`src/rtl/ddr_guard_pkg.sv`:
```
package ddr_guard_pkg;
  typedef enum logic [3:0] {
    CMD_DESEL = 4'd0, CMD_NOP = 4'd1, CMD_MRS = 4'd2, CMD_REF = 4'd3,
    CMD_PRE = 4'd4, CMD_PREA = 4'd5, CMD_ACT = 4'd6, CMD_WR = 4'd7,
    CMD_WRA = 4'd8, CMD_RD = 4'd9, CMD_RDA = 4'd10, CMD_BST = 4'd11,
    CMD_NOCLK = 4'd12
  } cmd_e;

  localparam int unsigned NUM_RSN = 8;
  localparam int unsigned RSN_W   = 4;
  localparam int unsigned RSN_IDLE   = 1;
  localparam int unsigned RSN_DACT   = 2;
  localparam int unsigned RSN_RCD    = 3;
  localparam int unsigned RSN_RRD    = 4;
  localparam int unsigned RSN_CCD    = 5;
  localparam int unsigned RSN_BUSY   = 6;
  localparam int unsigned RSN_MOPEN  = 7;
  localparam int unsigned RSN_MEARLY = 8;

  function automatic logic is_col(cmd_e c);
    return (c == CMD_RD) || (c == CMD_RDA) || (c == CMD_WR) || (c == CMD_WRA);
  endfunction
endpackage

```
`src/rtl/ddr_cmd_decode.sv`:
```
module ddr_cmd_decode
  import ddr_guard_pkg::*;
(
  input  logic cke_i,
  input  logic cs_ni,
  input  logic ras_ni,
  input  logic cas_ni,
  input  logic we_ni,
  input  logic a10_i,
  output cmd_e cmd_o
);
  always_comb begin
    if (!cke_i)     cmd_o = CMD_NOCLK;
    else if (cs_ni) cmd_o = CMD_DESEL;
    else begin
      unique case ({ras_ni, cas_ni, we_ni})
        3'b000:  cmd_o = CMD_MRS;
        3'b001:  cmd_o = CMD_REF;
        3'b010:  cmd_o = a10_i ? CMD_PREA : CMD_PRE;
        3'b011:  cmd_o = CMD_ACT;
        3'b100:  cmd_o = a10_i ? CMD_WRA : CMD_WR;
        3'b101:  cmd_o = a10_i ? CMD_RDA : CMD_RD;
        3'b110:  cmd_o = CMD_BST;
        default: cmd_o = CMD_NOP;
      endcase
    end
  end
endmodule

```
`src/rtl/ddr_gap_timer.sv`:
```
// Countdown of remaining blocked cycles; a load of N blocks the next N-1 edges.
module ddr_gap_timer #(
  parameter int unsigned W = 8
) (
  input  logic         clk_i,
  input  logic         rst_ni,
  input  logic         load_i,
  input  logic [W-1:0] len_i,
  output logic         pend_o
);
  logic [W-1:0] cnt_q;

  always_ff @(posedge clk_i or negedge rst_ni) begin
    if (!rst_ni)             cnt_q <= '0;
    else if (load_i)         cnt_q <= (len_i == '0) ? '0 : len_i - W'(1);
    else if (cnt_q != '0)    cnt_q <= cnt_q - W'(1);
  end

  assign pend_o = (cnt_q != '0);

  assert_load_arms_R8: assert property (@(posedge clk_i) disable iff (!rst_ni)
    (load_i && len_i > W'(1)) |=> pend_o);

  assert_no_count_up_R8: assert property (@(posedge clk_i) disable iff (!rst_ni)
    !load_i |=> cnt_q <= $past(cnt_q));
endmodule

```
`src/rtl/ddr_bank_track.sv`:
```
module ddr_bank_track
  import ddr_guard_pkg::*;
#(
  parameter int unsigned TW = 8
) (
  input  logic          clk_i,
  input  logic          rst_ni,
  input  cmd_e          cmd_i,
  input  logic          hit_i,
  input  logic [TW-1:0] bl_half_i,
  input  logic [TW-1:0] t_rcd_i,
  input  logic [TW-1:0] t_rp_i,
  input  logic [TW-1:0] t_wr_i,
  output logic          active_o,
  output logic          rcd_pend_o,
  output logic          busy_pend_o
);
  localparam int unsigned CW = TW + 2;

  logic          active_q;
  logic          act_hit, close_hit, busy_load;
  logic [CW-1:0] busy_len;

  assign act_hit   = hit_i && (cmd_i == CMD_ACT);
  assign close_hit = hit_i && ((cmd_i == CMD_PRE) || (cmd_i == CMD_PREA) ||
                               (cmd_i == CMD_RDA) || (cmd_i == CMD_WRA));

  always_comb begin
    busy_load = 1'b0;
    busy_len  = {2'b00, t_rp_i};
    if (hit_i) begin
      case (cmd_i)
        CMD_PRE, CMD_PREA: busy_load = active_q;
        CMD_RDA: begin
          busy_load = 1'b1;
          busy_len  = {2'b00, bl_half_i} + {2'b00, t_rp_i};
        end
        CMD_WRA: begin
          // recovery and precharge are separate whole-clock terms
          busy_load = 1'b1;
          busy_len  = {2'b00, bl_half_i} + CW'(1) + {2'b00, t_wr_i} + {2'b00, t_rp_i};
        end
        default: busy_load = 1'b0;
      endcase
    end
  end

  always_ff @(posedge clk_i or negedge rst_ni) begin
    if (!rst_ni)        active_q <= 1'b0;
    else if (act_hit)   active_q <= 1'b1;
    else if (close_hit) active_q <= 1'b0;
  end

  ddr_gap_timer #(.W(TW)) u_rcd (
    .clk_i(clk_i), .rst_ni(rst_ni), .load_i(act_hit), .len_i(t_rcd_i), .pend_o(rcd_pend_o)
  );

  ddr_gap_timer #(.W(CW)) u_busy (
    .clk_i(clk_i), .rst_ni(rst_ni), .load_i(busy_load), .len_i(busy_len), .pend_o(busy_pend_o)
  );

  assign active_o = active_q;

  assert_act_opens_R3: assert property (@(posedge clk_i) disable iff (!rst_ni)
    act_hit |=> active_o);

  assert_pre_closes_R3: assert property (@(posedge clk_i) disable iff (!rst_ni)
    (hit_i && (cmd_i == CMD_PRE || cmd_i == CMD_PREA)) |=> !active_o);
endmodule

```
`src/rtl/ddr_viol_log.sv`:
```
module ddr_viol_log
  import ddr_guard_pkg::*;
#(
  parameter int unsigned NR = NUM_RSN
) (
  input  logic             clk_i,
  input  logic             rst_ni,
  input  logic             clear_i,
  input  logic [NR-1:0]    hit_i,
  output logic [NR-1:0]    flags_o,
  output logic [RSN_W-1:0] reason_o
);
  logic [NR-1:0]    flags_q;
  logic [RSN_W-1:0] reason_q, first;

  always_comb begin
    first = '0;
    for (int i = NR - 1; i >= 0; i--) begin
      if (hit_i[i]) first = RSN_W'(i + 1);
    end
  end

  always_ff @(posedge clk_i or negedge rst_ni) begin
    if (!rst_ni) begin
      flags_q  <= '0;
      reason_q <= '0;
    end else begin
      flags_q <= (clear_i ? '0 : flags_q) | hit_i;
      if (clear_i || reason_q == '0) reason_q <= first;
    end
  end

  assign flags_o  = flags_q;
  assign reason_o = reason_q;

  assert_flags_sticky_R12: assert property (@(posedge clk_i) disable iff (!rst_ni)
    !clear_i |=> ((flags_o & $past(flags_o)) == $past(flags_o)));

  assert_reason_held_R12: assert property (@(posedge clk_i) disable iff (!rst_ni)
    (!clear_i && reason_o != '0) |=> reason_o == $past(reason_o));
endmodule

```
`src/rtl/ddr_cmd_guard.sv`:
```
module ddr_cmd_guard
  import ddr_guard_pkg::*;
#(
  parameter int unsigned TW  = 8,
  parameter int unsigned BAW = 2
) (
  input  logic                    clk_i,
  input  logic                    rst_ni,
  input  logic                    clear_i,
  input  logic                    cke_i,
  input  logic                    cs_ni,
  input  logic                    ras_ni,
  input  logic                    cas_ni,
  input  logic                    we_ni,
  input  logic                    a10_i,
  input  logic [BAW-1:0]          ba_i,
  input  logic [TW-1:0]           bl_half_i,
  input  logic [TW-1:0]           t_rcd_i,
  input  logic [TW-1:0]           t_rp_i,
  input  logic [TW-1:0]           t_rrd_i,
  input  logic [TW-1:0]           t_ccd_i,
  input  logic [TW-1:0]           t_wr_i,
  output logic [3:0]              cmd_o,
  output logic [(1<<BAW)-1:0]     bank_active_o,
  output logic [NUM_RSN-1:0]      viol_flags_o,
  output logic [RSN_W-1:0]        viol_reason_o
);
  localparam int unsigned NB = 1 << BAW;

  cmd_e             cmd, cmd_q;
  logic [NB-1:0]    hit, active, rcd_pend, busy_pend;
  logic             rrd_pend, ccd_pend, mrs_pend;
  logic             col, sel_active, sel_rcd, sel_busy;
  logic [NUM_RSN-1:0] viol;

  ddr_cmd_decode u_dec (
    .cke_i(cke_i), .cs_ni(cs_ni), .ras_ni(ras_ni), .cas_ni(cas_ni),
    .we_ni(we_ni), .a10_i(a10_i), .cmd_o(cmd)
  );

  for (genvar b = 0; b < NB; b++) begin : g_bank
    assign hit[b] = (cmd == CMD_PREA) || (ba_i == BAW'(b));
    ddr_bank_track #(.TW(TW)) u_bank (
      .clk_i(clk_i), .rst_ni(rst_ni), .cmd_i(cmd), .hit_i(hit[b]),
      .bl_half_i(bl_half_i), .t_rcd_i(t_rcd_i), .t_rp_i(t_rp_i), .t_wr_i(t_wr_i),
      .active_o(active[b]), .rcd_pend_o(rcd_pend[b]), .busy_pend_o(busy_pend[b])
    );
  end

  ddr_gap_timer #(.W(TW)) u_rrd (
    .clk_i(clk_i), .rst_ni(rst_ni), .load_i(cmd == CMD_ACT), .len_i(t_rrd_i), .pend_o(rrd_pend)
  );
  ddr_gap_timer #(.W(TW)) u_ccd (
    .clk_i(clk_i), .rst_ni(rst_ni), .load_i(is_col(cmd)), .len_i(t_ccd_i), .pend_o(ccd_pend)
  );
  ddr_gap_timer #(.W(TW)) u_mrs (
    .clk_i(clk_i), .rst_ni(rst_ni), .load_i(cmd == CMD_PRE || cmd == CMD_PREA),
    .len_i(t_rp_i), .pend_o(mrs_pend)
  );

  assign col        = is_col(cmd);
  assign sel_active = active[ba_i];
  assign sel_rcd    = rcd_pend[ba_i];
  assign sel_busy   = busy_pend[ba_i];

  always_comb begin
    viol = '0;
    viol[RSN_IDLE-1]   = col && !sel_active;
    viol[RSN_DACT-1]   = (cmd == CMD_ACT) && sel_active;
    viol[RSN_RCD-1]    = col && sel_active && sel_rcd;
    viol[RSN_RRD-1]    = (cmd == CMD_ACT) && rrd_pend;
    viol[RSN_CCD-1]    = col && ccd_pend;
    viol[RSN_BUSY-1]   = (col || cmd == CMD_ACT || cmd == CMD_PRE) && sel_busy;
    viol[RSN_MOPEN-1]  = (cmd == CMD_MRS) && (|active);
    viol[RSN_MEARLY-1] = (cmd == CMD_MRS) && (mrs_pend || (|busy_pend));
  end

  ddr_viol_log #(.NR(NUM_RSN)) u_log (
    .clk_i(clk_i), .rst_ni(rst_ni), .clear_i(clear_i), .hit_i(viol),
    .flags_o(viol_flags_o), .reason_o(viol_reason_o)
  );

  always_ff @(posedge clk_i or negedge rst_ni) begin
    if (!rst_ni) cmd_q <= CMD_DESEL;
    else         cmd_q <= cmd;
  end

  assign cmd_o         = cmd_q;
  assign bank_active_o = active;

  assert_quiet_banks_R2: assert property (@(posedge clk_i) disable iff (!rst_ni)
    (cs_ni || !cke_i) |=> bank_active_o == $past(bank_active_o));

  assert_quiet_flags_R2: assert property (@(posedge clk_i) disable iff (!rst_ni)
    (!clear_i && (cs_ni || !cke_i)) |=> viol_flags_o == $past(viol_flags_o));

  assert_double_act_R4: assert property (@(posedge clk_i) disable iff (!rst_ni)
    (cke_i && !cs_ni && !ras_ni && cas_ni && we_ni && bank_active_o[ba_i])
      |=> viol_flags_o[RSN_DACT-1]);
endmodule

```
`config.mk`:
```
export PLATFORM = sky130hd
export DESIGN_NAME = ddr_cmd_guard
export DESIGN_NICKNAME = d
export VERILOG_FILES = /design/src/rtl/ddr_guard_pkg.sv /design/src/rtl/ddr_cmd_decode.sv /design/src/rtl/ddr_gap_timer.sv /design/src/rtl/ddr_bank_track.sv /design/src/rtl/ddr_viol_log.sv /design/src/rtl/ddr_cmd_guard.sv
export SDC_FILE = /design/constraint.sdc
export NUM_CORES = 1
export LEC_CHECK = 0
export BUFFER_PORTS_ARGS = -buffer_cell sky130_fd_sc_hd__clkbuf_2
export CORE_MARGIN = 4
export CORE_UTILIZATION = 45
export DETAILED_ROUTE_END_ITERATION = 12
export PLACE_DENSITY = 0.75
export SLEW_MARGIN = 20
export SYNTH_ARGS = -nofsm -noshare
export SYNTH_HDL_FRONTEND = slang
export SYNTH_SLANG_ARGS = --single-unit
```
`constraint.sdc`:
```
create_clock -name clk_i -period 5.5 [get_ports clk_i]
set_clock_uncertainty 0.1 [all_clocks]
set_input_delay 0.275 -clock clk_i [delete_from_list [all_inputs] [get_ports clk_i]]
set_output_delay 0.275 -clock clk_i [all_outputs]
set_load 0.01 [all_outputs]
```
# ---- After elaboration in Yosys (flattened, before gate mapping)
# Cells that the tools add are included.
dict set report totals {
  out_inout_bits 20
  romBits 0
  ramBits 0
  register_bits 116
  memories 0
  wordCells 205
  latchBits 0
}
dict set report op_classes {
  reduce_logical 73
  add_sub_neg 23
  order_cmp 1
  bitwise 1
  n_shift 0
  div 0
  mux 72
  mul 0
  n_eq_ne 17
}
# cell count
set op_table {}
lappend op_table {{$mux W10} 16}
lappend op_table {{$mux W8} 19}
lappend op_table {{$sub A8 B1 Y8 const B} 11}
lappend op_table {{$sub A10 B1 Y10 const B} 8}
lappend op_table {{$reduce_bool A8 Y1} 7}
lappend op_table {{$mux W4} 11}
lappend op_table {{$logic_not A10 Y1} 4}
lappend op_table {{$reduce_bool A10 Y1} 4}
lappend op_table {{$logic_not A8 Y1} 4}
lappend op_table {{$reduce_bool A2 Y1} 15}
lappend op_table {{$pmux W4 S7} 1}
lappend op_table {{$add A10 B8 Y10} 2}
lappend op_table {{$pmux W10 S2} 1}
lappend op_table {{$logic_and A1 B1 Y1} 17}
lappend op_table {{$eq A4 B3 Y1 const B} 4}
lappend op_table {{$mux W1} 16}
lappend op_table {{$logic_or A1 B1 Y1} 14}
lappend op_table {{$eq A4 B4 Y1 const B} 3}
lappend op_table {{$add A8 B1 Y9 const B} 1}
lappend op_table {{$add A8 B8 Y9} 1}
lappend op_table {{$eq A3 B3 Y1 const B} 3}
lappend op_table {{$or A8 B8 Y8} 1}
lappend op_table {{$pmux W1 S2} 4}
lappend op_table {{$reduce_or A4 Y1} 2}
lappend op_table {{13 further kinds} 18}

# ---- Longest topological paths before layout
dict set report depth {
  ltp_word 17
  mapped_depth 16
}

# ---- Hierarchy
# From an unflattened synthesis, not the netlist that was laid out.
dict set report hier_totals {
  hier_cells 1447
  area_unflattened_um2 12986.2
}
# mod n_inst cells_per_inst seq_area_each_um2 area_per_inst_um2
set modules_own_cells {}
lappend modules_own_cells {{ddr_bank_track at g_bank[0].u_bank ...} 3 140 25.0 1089.8}
lappend modules_own_cells {{ddr_gap_timer at g_bank[0].u_bank.u_busy ...} 4 82 250.2 770.7}
lappend modules_own_cells {{ddr_gap_timer at g_bank[3].u_bank.u_rcd ...} 4 66 200.2 651.9}
lappend modules_own_cells {{ddr_gap_timer at g_bank[0].u_bank.u_rcd ...} 3 67 200.2 633.1}
lappend modules_own_cells {{ddr_bank_track at g_bank[2].u_bank} 1 140 25.0 1157.4}
lappend modules_own_cells {ddr_viol_log 1 43 300.3 519.2}
lappend modules_own_cells {ddr_cmd_guard 1 35 100.1 339.1}
lappend modules_own_cells {ddr_cmd_decode 1 16 0.0 111.4}

# ---- Worst setup path after synthesis
# Ideal clock, no wire load.
dict set report synth_path {
  path_type {input to register}
  from {in t_rp_i[2]}
  to {reg g_bank[1].u_bank.u_busy.cnt_q[2]}
  required_ns 5.267
  t_arrival_ns 3.554
  stages 14
  path_buffers 1
  slack_ns 1.713
  path_cell_list {clkbuf_1 -> inv_1 -> fa_1 -> inv_1 -> ha_1 -> a21oi_1 -> o21ai_0 -> xor2_1 -> a22oi_2 -> nand3_1 -> a221oi_1 -> nand2_1 -> o21ai_2 -> o22ai_1}
}
dict set report synth_between {
  elab_chain_cells 6
  word_cells_on_any_way 8
  cone_classes {3 x add/sub; 4 x mux; 1 x reduce/logical}
}
# element line_no
set synth_rtl {}
lappend synth_rtl {{from (decl)} ddr_cmd_guard.sv:19} ;# input logic [TW-1:0] t_rp_i,
lappend synth_rtl {{$add A10 B8 Y10 or $add A8 B8 Y9 (tied branches)} {ddr_bank_track.sv:41, ddr_bank_track.sv:36}}
lappend synth_rtl {{$pmux W10 S2} ddr_bank_track.sv:32} ;# case (cmd_i)
lappend synth_rtl {{$mux W10 *} ddr_bank_track.sv:31} ;# if (hit_i) begin
lappend synth_rtl {{$sub A10 B1 Y10 or $logic_not A10 Y1 (tied branches)} ddr_gap_timer.sv:15} ;# else if (load_i) cnt_q <= (len_i == '0) ? '0 : len_i - W'(1);
lappend synth_rtl {{$mux W10 * (2 in series)} ddr_gap_timer.sv:15}
lappend synth_rtl {{to (signal assigned)} ddr_gap_timer.sv:15}
lappend synth_rtl {{to (signal assigned)} ddr_gap_timer.sv:16} ;# else if (cnt_q != '0) cnt_q <= cnt_q - W'(1);
lappend synth_rtl {{to (decl)} ddr_gap_timer.sv:11} ;# logic [W-1:0] cnt_q;
# Every way passes the cells marked *; elsewhere a longest branch is shown, timed or not.
# A chain may end at the register's enable or synchronous reset.

# ---- Final worst setup path
dict set report layout_path {
  from {in bl_half_i[0]}
  to {reg g_bank[3].u_bank.u_busy.cnt_q[1]}
}
dict set report layout_between {
  elab_chain_cells 8
  word_cells_on_any_way 10
  cone_classes {5 x add/sub; 4 x mux; 1 x reduce/logical}
}
# element line_no
set layout_rtl {}
lappend layout_rtl {{from (decl)} ddr_cmd_guard.sv:17} ;# input logic [TW-1:0] bl_half_i,
lappend layout_rtl {{$add A8 B1 Y9} ddr_bank_track.sv:41} ;# busy_len = {2'b00, bl_half_i} + CW'(1) + {2'b00, t_wr_i} + {2'b00, t_rp_i};
lappend layout_rtl {{$add A10 B8 Y10 (2 in series)} ddr_bank_track.sv:41}
lappend layout_rtl {{$pmux W10 S2 *} ddr_bank_track.sv:32}
lappend layout_rtl {{$mux W10 *} ddr_bank_track.sv:31}
lappend layout_rtl {{$sub A10 B1 Y10 or $logic_not A10 Y1 (tied branches)} ddr_gap_timer.sv:15}
lappend layout_rtl {{$mux W10 * (2 in series)} ddr_gap_timer.sv:15}
lappend layout_rtl {{to (signal assigned)} ddr_gap_timer.sv:15}
lappend layout_rtl {{to (signal assigned)} ddr_gap_timer.sv:16}
lappend layout_rtl {{to (decl)} ddr_gap_timer.sv:11}
# Marked as above.

==> flow_summary.ini <==
[logic_synthesis]
ys_seq_elements = 116
synthCells = 1085
netlist_top_cells_area = dfrtp_1 32%, xnor2_1 6.7%, ha_1 5.4%
synthesis.nets = 1194
synth_edf_count = 0
synth_cell_types = 79
seq_area_frac_synth_pct = 31.6
yosysTopAreaCell = dfrtp_1
synth.top_cell.area_share_pct = 31.6
syn_area_sq_um = 9190
yosys_warnings = 0
synth-main-ff-cell = dfrtp_1
ys_async_sr_fraction_pct = 100
synth_area_per_cell_sq_um = 8.47

[placed_design]
hpwl_mm = 18.9
io_buffers = 78
gp_congestion = 0.953
dp.cells = 1398
place_ws_ns = 1.06

[sta]
hold_viol = 0
finalCritPeriodShare_pct = 74.7
whs_ns = 0.0126
fin_tns_setup_ns = 0
fmax_mhz = 243
finalWorstSetupSlack_ns = 1.39
setup_viol = 0
rsz0062_at_grt = false
max_slew_margin_pct = 37.6
min_period_ns = 4.11
maxSlewViolCount = 0
tightest_slew_ns = 0.929

[clock_tree]
h-tree-depth = 4
cts_buffers = 17
clk_pin_slew_ns = 0.06
ctsResizeCount = 0
cts_tree = built
clkLatencyLatePin_ns = 0.43
cts_setup_buffers = 0
cts_num_sinks = 116
postCtsHoldBufs = 3
root_buffer = clkbuf_16
clk_path_buf_depth = 2

[final_layout]
nNetsFinal = 1259
layout-drive-gt1-share_pct = 13.2
finalNonFillerCells = 1433
area_growth_pct = 13.2
antenna_cells = 0

[floorplanning]
pin_count = 79
num_rows = 52
start_util_pct = 45.6
die_h_microns = 151
die_w_microns = 151
core-area_sq_um = 20200
die_area_sq_um = 22800

[pwr]
leakagePower_nw = 4.51
p_per_area_nw_per_um2 = 412
total_power_mw = 4.29
vdd_ir_drop_max_mv = 0.229

[outcome]
status = finished clean

[critical_path]
critPathLaunchType = input port
arrival_ns = 4.32
worst_setup_path_end_kind = flip-flop
crit_type = in -> reg
cp.required_ns = 5.71
critPathMaxFanout = 8

[route]
vias = 8450
route.detailed.drc = 0
antenna_left = 0
wl_mm = 25.7
drtIter0Drc = 704
wl_per_cell_microns = 17.9
first_pass_iters = 5
avgViaCountPerCell = 5.90

[worst_hold_path]
min_path_type = in -> reg

[grt]
grt_overflow = 0
grt_pass1_vias = 8347
grt_use_total_pct = 23.1
grt_pass1_wl_mm = 41.8
antenna_found_initial = 0
grt_max_degree = 71

[job]
drv_cap = 0
-- layout make-up --
| type | count | area, sq um |
|---|---|---|
| Fill cell | 1898 | 9770 |
| Sequential cell | 116 | 2900 |
| Multi-Input combinational cell | 848 | 5800 |
| Tap cell | 270 | 338 |
| Clock inverter | 13 | 149 |
| Inverter | 82 | 308 |
| Clock buffer | 19 | 453 |
| Timing Repair Buffer | 85 | 453 |
-- placed cells by master, fill, tap and decap left out, types with 7 or more instances in the layout --
cell type,synthesis,layout
a211oi_1,9,9
a21o_1,11,11
a21oi_1,62,62
clkbuf_16,0,17
clkbuf_2,1,77
dfrtp_1,116,116
fa_1,10,10
ha_1,40,40
inv_1,82,82
mux2_2,7,7
mux2i_1,29,29
nand2_1,88,88
nand2b_1,14,14
nand3_1,29,29
nand3b_1,7,7
nor2_1,93,93
nor2b_1,8,8
nor3_1,39,39
nor3b_1,12,12
nor4_1,13,13
o21a_1,7,7
o21ai_0,43,43
o22ai_1,62,62
o31ai_1,7,7
or3_1,23,23
or4_1,7,7
xnor2_1,70,70
xor2_1,40,40
-- state kept, by name (all words and copies together) (netlist names) --
signal and cells:
u_log.reason_o 4, u_rrd.cnt_q 8, u_ccd.cnt_q 8, g_bank.u_bank.active_o 4, g_bank.u_bank.u_busy.cnt_q 40, u_mrs.cnt_q 8, u_log.flags_o 8, cmd_o 4
g_bank.u_bank.u_rcd.cnt_q 32
-- logic make-up (layout without fill, tap and decap cells) --
logic type	Yosys count	in the layout	synth area share (%)
buffers and inverters	121	199	5.36
flip-flops	116	116	31.6
XOR/XNOR	110	110	10.5
adder cells (fa/ha/maj)	50	50	7.63
multiplexers	37	37	4.26
AO/OA/AOI/OAI	268	268	19.2
AND/OR/NAND/NOR	383	383	21.4
-- report_power, final --
| part | internal [mW] | leakage [nW] | switching (mW) |
|---|---|---|---|
| Clock | 0.696 | 0.287 | 0.441 |
| Combinational | 0.762 | 2.82 | 0.807 |
| Sequential | 1.23 | 1.40 | 0.349 |
-- stage by stage --
step           area (sq um)  util, %
2_1_floorplan          9190        -
3_3_place_gp           9770     48.4
3_5_place_dp           9770     48.4
4_1_cts               10400     51.6
5_1_grt               10400     51.6
6_report              10400     51.6
-- Yosys cell counts, drive strengths merged, types with 14 or more instances --
library cell	number
xnor2	70
nor3	41
buf	16
xor2	40
o22ai	62
dfrtp	116
or3	24
nor2	96
inv	82
nand2b	14
mux2i	29
ha	40
o21ai	51
nand2	90
a21oi	64
nand3	29
clkbuf	23
-- critical path, stage by stage --
cell	delay, ns
clkbuf_2	0.16
and4_1	0.27
nand2_1	0.08
xor2_1	0.15
fa_1	0.48
inv_1	0.05
ha_1	0.35
a21oi_1	0.22
o211ai_1	0.21
and4b_1	0.23
nor3_1	0.32
nand2_1	0.12
a21boi_0	0.75
a41o_1	0.43
nor2_1	0.07
o32a_1	0.15
-- routing by layer --
metal / vias to the layer above / wire length, microns / track usage (%)
li1: 4031 / - / -
met1: 4051 / 11100 / 30.7
met2: 307 / 11900 / 37.7
met3: 61 / 2030 / 5.00
met4: 0 / 714 / 7.48
met5: - / 0 / 0
-- worst paths after layout --
| check | to | depth (start not counted) | slack [ns] | startpoint |
|---|---|---|---|---|
| worst max-delay path | g_bank[3].u_bank.u_busy.cnt_q[1]$_DFFE_PN0P_ | 16 | 1.39 | bl_half_i[0] |
| worst min-delay path | cmd_o[2]$_DFF_PN0_ | 2 | 0.01 | cs_ni |
| worst max register to register | u_log.reason_o[3]$_DFFE_PN0P_ | 10 | 2.21 | g_bank[2].u_bank.u_busy.cnt_q[0]$_DFFE_PN0P_ |
| worst min register to register | u_log.flags_o[2]$_DFF_PN0_ | 1 | 0.39 | u_log.flags_o[2]$_DFF_PN0_ |
| max in group asynchronous | g_bank[0].u_bank.u_busy.cnt_q[1]$_DFFE_PN0P_ | 3 | 3.71 | rst_ni |
| min in group asynchronous | u_ccd.cnt_q[1]$_DFFE_PN0P_ | 2 | 0.41 | rst_ni |
No activity file was read; power rests on OpenSTA's default activity.
